[src/rtl/fault_status_bank.sv]
module fault_status_bank #(
  parameter int AW = 5,
  parameter logic [AW-1:0] A_LIVE = AW'(4),
  parameter logic [AW-1:0] A_XCOIL = AW'(5),
  parameter logic [AW-1:0] A_YCOIL = AW'(6)
) (
  input  logic          clk,
  input  logic          rst_n,
  input  logic          cs_n,
  input  logic          rd_stb,
  input  logic [AW-1:0] rd_addr,
  output logic [7:0]    rd_data,
  input  logic [3:0]    ovc_x,
  input  logic          cp_fail,
  input  logic          open_x,
  input  logic [3:0]    ovc_y,
  input  logic          tsd,
  input  logic          open_y,
  input  logic [1:0]    therm_range,
  input  logic          wd_event,
  input  logic          mot_en_req,
  output logic          mot_en,
  output logic          err_n
);

  logic [2:0] live_q;
  logic [5:0] xs_q, ys_q;
  logic       clr_x, clr_y;
  logic       fault_any;
  logic [6:0] b_live, b_x, b_y;

  always_ff @(posedge clk) begin
    if (!rst_n) begin
      live_q <= '0;
      xs_q   <= '0;
      ys_q   <= '0;
      clr_x  <= 1'b0;
      clr_y  <= 1'b0;
    end else if (cs_n) begin
      live_q <= {therm_range, wd_event};
      xs_q   <= (clr_x ? 6'd0 : xs_q) | {ovc_x, cp_fail, open_x};
      ys_q   <= (clr_y ? 6'd0 : ys_q) | {ovc_y, tsd, open_y};
      clr_x  <= 1'b0;
      clr_y  <= 1'b0;
    end else if (rd_stb) begin
      if (rd_addr == A_XCOIL) clr_x <= 1'b1;
      if (rd_addr == A_YCOIL) clr_y <= 1'b1;
    end
  end

  assign b_live = {live_q, 4'b0000};
  assign b_x    = {xs_q, 1'b0};
  assign b_y    = {ys_q, 1'b0};

  always_comb begin
    if (rd_addr == A_LIVE)       rd_data = {^b_live, b_live};
    else if (rd_addr == A_XCOIL) rd_data = {^b_x, b_x};
    else if (rd_addr == A_YCOIL) rd_data = {^b_y, b_y};
    else                         rd_data = 8'h00;
  end

  assign fault_any = |{xs_q, ys_q};
  assign err_n     = ~fault_any;
  assign mot_en    = mot_en_req & ~fault_any;

endmodule


[config.mk]
export PLATFORM = sky130hd
export DESIGN_NAME = fault_status_bank
export DESIGN_NICKNAME = d
export VERILOG_FILES = /design/src/rtl/fault_status_bank.sv
export SDC_FILE = /design/constraint.sdc
export NUM_CORES = 1
export LEC_CHECK = 0
export ABC_AREA = 1
export BUFFER_PORTS_ARGS = -buffer_cell sky130_fd_sc_hd__buf_2
export CELL_PAD_IN_SITES_DETAIL_PLACEMENT = 1
export CELL_PAD_IN_SITES_GLOBAL_PLACEMENT = 1
export CORE_AREA = 2 2 53 75
export DETAILED_ROUTE_END_ITERATION = 8
export DIE_AREA = 0 0 55 77
export MAX_ROUTING_LAYER = met4
export PLACE_DENSITY_LB_ADDON = 0.1
export SETUP_SLACK_MARGIN = 0.15
export SLEW_MARGIN = 30
export SYNTH_ARGS = -nofsm -noshare
export SYNTH_HDL_FRONTEND = slang
export SYNTH_SLANG_ARGS = --single-unit
[constraint.sdc]
create_clock -name clk -period 0.8 [get_ports clk]
set_input_delay 0.04 -clock clk [delete_from_list [all_inputs] [get_ports clk]]
set_output_delay 0.04 -clock clk [all_outputs]
set_load 0.05 [all_outputs]
==> flow_summary.toml, run 1 <==
[finish]
drive_gt1_share_pct = 66.2
final_area_sq_um = 1860
final_common_cell = "nand2_1"
multi_input_area_sq_um = 771
area_growth_pct = 87.8
num-fill-cells = 458
diodes = 0
nNetsFinal = 245
regArea_sq_um = 379
instances_no_fill = 261
layout_common_cells = "nand2_1, buf_2, buf_4, buf_6, nand2_2"

[timing]
timing.slew.headroom_pct = 61.4
setup_slack_ns = -0.588
post-route-period-util_pct = 174
rsz0062_at_grt = "yes"
tightestPinTransition_ns = 0.578
slew_violations = 0
hold_viol_final = 0
final.setup.tns_ns = -4.00
setup_viol = 9
skew_ns = 0.00354
fin_crit_ns = 1.39
fmax_ghz = 0.720

[floorplan]
dieWidth_um = 55
dieArea_sq_um = 4240
core_region_area_sq_um = 3580
pin_count = 35
start_util_pct = 27.7
rows = 26
die_y_um = 77

[global_route]
grt_pass1_wl_um = 5400
grt_max_degree = 13
overflow = 0
antenna_found_initial = 0
grt_pass1_vias = 1311
grt_usage_pct = 17.4

[critical_path]
crit_path_max_fanout = 3
cp_data_required_time_ns = 0.76
critPathMaxStageDelay_ns = 0.36
timing.reg2reg.setup_slack_ns = 0.06
worst_setup_path_start_kind = "flip-flop"
cp.buffers_inverters = 2
worst_r2r_path_depth = 3
worstSetupPathType = "reg -> out"
critPathCaptureType = "output pin"
arrival_ns = 1.35
crit_slowest_cell = "dfxtp_2"
cp_top_family = "simple AND/OR/NAND/NOR gates"
timing.rr.start = "clr_x"
r2r_end = "xs_q[1]"
path_cells = "inv_2, nand2_2, nand2_2, nand2_1, nand2_1, nand3_1, nand3_2, nand3_4, buf_8"

[synthesis]
avgSynthCellArea_sq_um = 6.23
yosysSeqAreaShare_pct = 34.3
synthCells = 159
synth_area_sq_um = 991
synth_seq_cells = 17
yosysUniqueCellTypes = 23
yosys_warnings = 0
synth_nets = 184

[outcome]
status = "finished, violations left"
violations = "setup timing"

[cts]
htreeDepth = 1
cts_root_buf = "clkbuf_8"
holdBufCountCts = 0
cts_buffer_depth = 2
clock_sinks = 17
clkTransAtPathRegs_ns = 0.07
cts_tree = "yes"
clk_latency_ns = 0.25
cts_inserted_buffers = 3

[placed_design]
dp_cells = 252
gp_congestion = 0.804
place_area_sq_um = 1510
dpl.hpwl_um = 2660
io_buffers = 33

[power_and_ir_drop]
p_switching_mw = 0.752
combPwrFrac_pct = 31.5
p_total_mw = 2.35
clockPowerShare_pct = 27.2
swShare_pct = 32.0
power_density_nw_per_um2 = 1260
p_seq_share_pct = 41.3
p_leak_nw = 0.841
p_int_mw = 1.60
ir_drop_v = 0.00117

[routing]
viasPerCell = 4.64
post-route-drc-count = 0
routedWlPerCell_um = 12.6
wl_um = 3290
detail-route-antenna-nets = 0
dr.pass1.iters = 4
drt_iter0_drc = 3
vias = 1210

[hold_path]
holdPathStages = 3
min_path_type = "in -> reg"
min_to = "live_q[0]"
hold_path.startpoint = "wd_event"

[flow_run]
maxCapViolations = 0
## cell type report
cell class | instances | share of cell area (%)
Timing Repair Buffer | 60 | 26.4
Multi-Input combinational cell | 115 | 41.4
Tap cell | 42 | 2.82
Sequential cell | 17 | 20.4
Clock buffer | 4 | 2.42
Inverter | 23 | 6.52
## synth_stat cells (all sizes together)
cell / number / area, sq um
a21oi: 14 / 70.1
and2: 1 / 6.26
buf: 3 / 20.0
clkbuf: 1 / 3.75
conb: 1 / 3.75
dfxtp: 17 / 340
inv: 23 / 86.3
nand2: 57 / 214
nand3: 9 / 57.6
nand4: 3 / 25.0
nor2: 16 / 65.1
nor3b: 1 / 7.51
nor4: 1 / 12.5
o211ai: 3 / 22.5
o21ai: 4 / 20.0
o22ai: 3 / 18.8
xnor2: 2 / 17.5
## registers in the layout (all words and copies together), names as in the netlist
name	flops
xs_q	6
ys_q	6
live_q	3
clr_x	1
clr_y	1
## what timing repair did
action                     in CTS  in global routing
gates cloned                    0                  0
buffers inserted                0                  5
pin swaps                       7                  9
setup endpoints to repair      26                 26
resized for setup              54                 32
## through the flow
stage | util [%] | setup slack [ns] | hold WS, ns
after floorplan | - | -0.401 | 0.175
after global placement | 42.2 | -0.382 | 0.264
after detailed placement | 42.2 | -0.402 | 0.276
after CTS | 48.0 | -0.583 | 0.0138
after global routing | 52.0 | -0.717 | 0.0340
final | 52.0 | -0.588 | 0.0140
## power by group through the flow
stage | logic [mW] | clock network, mW | registers (mW)
after floorplan | 0.374 | 0 | 0.970
after global placement | 0.583 | 0 | 0.982
after detailed placement | 0.604 | 0 | 0.984
after CTS | 0.676 | 0.663 | 0.971
after global routing | 0.817 | 0.707 | 0.982
final | 0.740 | 0.640 | 0.971
## how the worst max path moves through the flow
stage / from / end / slack, ns / cells after the start
4_1_cts: xs_q[0] / mot_en / -0.58 / 4
2_1_floorplan: ys_q[5] / rd_data[6] / -0.40 / 2
6_report: ys_q[3] / rd_data[7] / -0.59 / 9
3_3_place_gp: ys_q[0] / mot_en / -0.38 / 4
5_1_grt: ys_q[3] / rd_data[7] / -0.72 / 9
3_5_place_dp: ys_q[3] / rd_data[7] / -0.40 / 9
## logic make-up after synthesis
logic type                after synthesis  synth area share, %
other                                   1                0.378
and+or+nand+nor                        88                 39.1
xor gates and xnor gates                2                 1.77
DFF                                    17                 34.3
AOI/OAI and AO/OA                      24                 13.3
buffers and inverters                  27                 11.1
## tightest hold or removal path, cell delays in order
cell and delay [ns]:
buf_2 0.08, nor2_1 0.03, nor2_1 0.08
## metal layers
| metal | vias to the layer above | GRT usage [%] | share of wire (%) |
|---|---|---|---|
| met2 | 24 | 32.4 | 59 |
| li1 | 625 | - | - |
| met5 | - | - | 0 |
| met4 | 0 | 3.66 | 0.70 |
| met3 | 2 | 2.92 | 3.8 |
| met1 | 559 | 18.0 | 37 |
(Power assumes the default switching activity.)
==> run 2, diff against run 1 <==
--- a/config.mk
+++ b/config.mk
@@ -9,13 +9,13 @@
 export BUFFER_PORTS_ARGS = -buffer_cell sky130_fd_sc_hd__buf_2
 export CELL_PAD_IN_SITES_DETAIL_PLACEMENT = 1
 export CELL_PAD_IN_SITES_GLOBAL_PLACEMENT = 1
-export CORE_AREA = 2 2 53 75
+export CORE_AREA = 2 2 48 68
 export DETAILED_ROUTE_END_ITERATION = 8
-export DIE_AREA = 0 0 55 77
+export DIE_AREA = 0 0 50 70
 export MAX_ROUTING_LAYER = met4
-export PLACE_DENSITY_LB_ADDON = 0.1
+export PLACE_DENSITY = 0.92
 export SETUP_SLACK_MARGIN = 0.15
-export SLEW_MARGIN = 30
+export SLEW_MARGIN = 10
 export SYNTH_ARGS = -nofsm -noshare
 export SYNTH_HDL_FRONTEND = slang
 export SYNTH_SLANG_ARGS = --single-unit
==> constraint.sdc (replaced) <==
create_clock -name clk -period 1.68 [get_ports clk]
set_input_delay 0.084 -clock clk [delete_from_list [all_inputs] [get_ports clk]]
set_output_delay 0.084 -clock clk [all_outputs]
set_load 0.05 [all_outputs]
==> flow_summary.toml, run 2 (synthesis results as in run 1) <==
[cts]
cts_inserted_buffers = 3
clock_sinks = 17
cts_root_buf = "clkbuf_8"
htreeDepth = 1
cts_buffer_depth = 2
cts_tree = "yes"
cts_setup_buffers = 0
clk_latency_ns = 0.25
holdBufCountCts = 0
clkTransAtPathRegs_ns = 0.06

[finish]
instances_no_fill = 231
nNetsFinal = 218
num-fill-cells = 410
final_common_cell = "nand2_1"
area_growth_pct = 25.9
layout_common_cells = "nand2_1, buf_2, inv_1, a21oi_1, dfxtp_1"
largestRegisters = "xs_q x6, ys_q x6, live_q x3"
final_area_sq_um = 1250
diodes = 0
drive_gt1_share_pct = 27.6

[floorplan]
rows = 24
start_util_pct = 33.3
dieWidth_um = 50
dieArea_sq_um = 3500
pin_count = 35
die_y_um = 70
core_region_area_sq_um = 2970

[timing]
post-route-period-util_pct = 85.0
rsz0062_at_grt = "yes"
fin_crit_ns = 1.43
fmax_ghz = 0.700
final.setup.tns_ns = 0
skew_ns = 0.00180
slew_violations = 0
setup_viol = 0
hold_viol_final = 0

[routing]
drt_iter0_drc = 17
dr.pass1.iters = 6
routedWlPerCell_um = 11.3
detail-route-antenna-nets = 0
vias = 1081
post-route-drc-count = 0
wl_um = 2610
viasPerCell = 4.68

[critical_path]
arrival_ns = 1.34
critPathCaptureType = "output pin"
crit_path_max_fanout = 4
worst_r2r_path_depth = 3
timing.rr.start = "clr_x"
endpoint = "mot_en"
worst_setup_path_start_kind = "flip-flop"
cp.buffers_inverters = 1
cp_data_required_time_ns = 1.60
crit_start = "xs_q[1]"
timing.reg2reg.setup_slack_ns = 0.89
crit_slowest_cell = "dfxtp_1"
critPathMaxStageDelay_ns = 0.33
worstSetupPathType = "reg -> out"
path_depth = 4
path_cells = "nor2_1, nand4_1, nor3b_2, clkbuf_4"
cp_top_family = "simple AND/OR/NAND/NOR gates"
r2r_end = "xs_q[4]"

[power_and_ir_drop]
ir_drop_v = 0.000412
p_leak_nw = 0.629
power_density_nw_per_um2 = 771

[global_route]
grt_usage_pct = 16.8
overflow = 0
antenna_found_initial = 0
grt_pass1_vias = 1081
grt_max_degree = 19
grt_pass1_wl_um = 4510

[placed_design]
place_area_sq_um = 1190
dpl.hpwl_um = 2190
io_buffers = 33
dp_cells = 227
gp_congestion = 0.892

[hold_path]
min_path_type = "in -> reg"

[flow_run]
maxCapViolations = 0

[outcome]
status = "finished clean"
## run 2: cell types whose count changed in the layout (fill, tap and decap cells not counted), sizes merged
cell / change
buf: -28
clkinv: +1
clkinvlp: -1
inv: +1
## run 2: metrics by stage
stage	total power, mW	worst slack [ns]	utilization [%]	hold WS (ns)
2_1_floorplan	0.603	0.339	-	0.219
3_3_place_gp	0.659	0.419	39.9	0.309
3_5_place_dp	0.666	0.419	39.9	0.320
4_1_cts	0.967	0.197	41.5	0.0568
5_1_grt	1.01	0.135	42.0	0.0796
6_report	0.961	0.252	42.0	0.0555
## run 2: layout make-up
type                    count  area (sq um)  area share, %
well taps                  39          48.8           3.91
repair buffers             33           174           13.9
multi-input cells         115           548           43.9
flip-flops and latches     17           344           27.6
inverters                  23          86.3           6.92
clock buffers               3          41.3           3.31
clock inverters             1          5.00          0.401
## run 2: worst min path at each step
stage,startpoint,end,slack (ns),cells past startpoint
floorplan,therm_range[0],live_q[1],0.22,2
global placement,wd_event,live_q[0],0.31,3
detailed placement,therm_range[1],live_q[2],0.32,3
CTS,therm_range[1],live_q[2],0.06,3
global route,therm_range[1],live_q[2],0.08,3
finish,therm_range[1],live_q[2],0.06,3
## run 2: metal layers
layer | track usage, % | vias to the layer above | wire [um]
li1 | - | 566 | -
met1 | 18.4 | 482 | 1130
met2 | 29.5 | 28 | 1320
met3 | 1.28 | 5 | 94
met4 | 8.33 | 0 | 59
met5 | - | - | 0
## run 2: timing repair
item	CTS	global route
setup endpoints to repair	1	2
pin swaps	0	0
gates resized for setup	1	6
hold endpoints to repair	0	0
## run 2: report_power, final
group,internal [mW],switching [mW],leakage [nW]
Combinational,0.0767,0.126,0.462
Sequential,0.429,0.0273,0.142
Clock,0.165,0.138,0.0255
Total,0.671,0.291,0.629
## run 2: tightest hold or removal path: cells and delay by family
| kind | cells | cell delay (ns) |
|---|---|---|
| buffers and inverters | 1 | 0.07 |
| AND/OR/NAND/NOR | 2 | 0.11 |
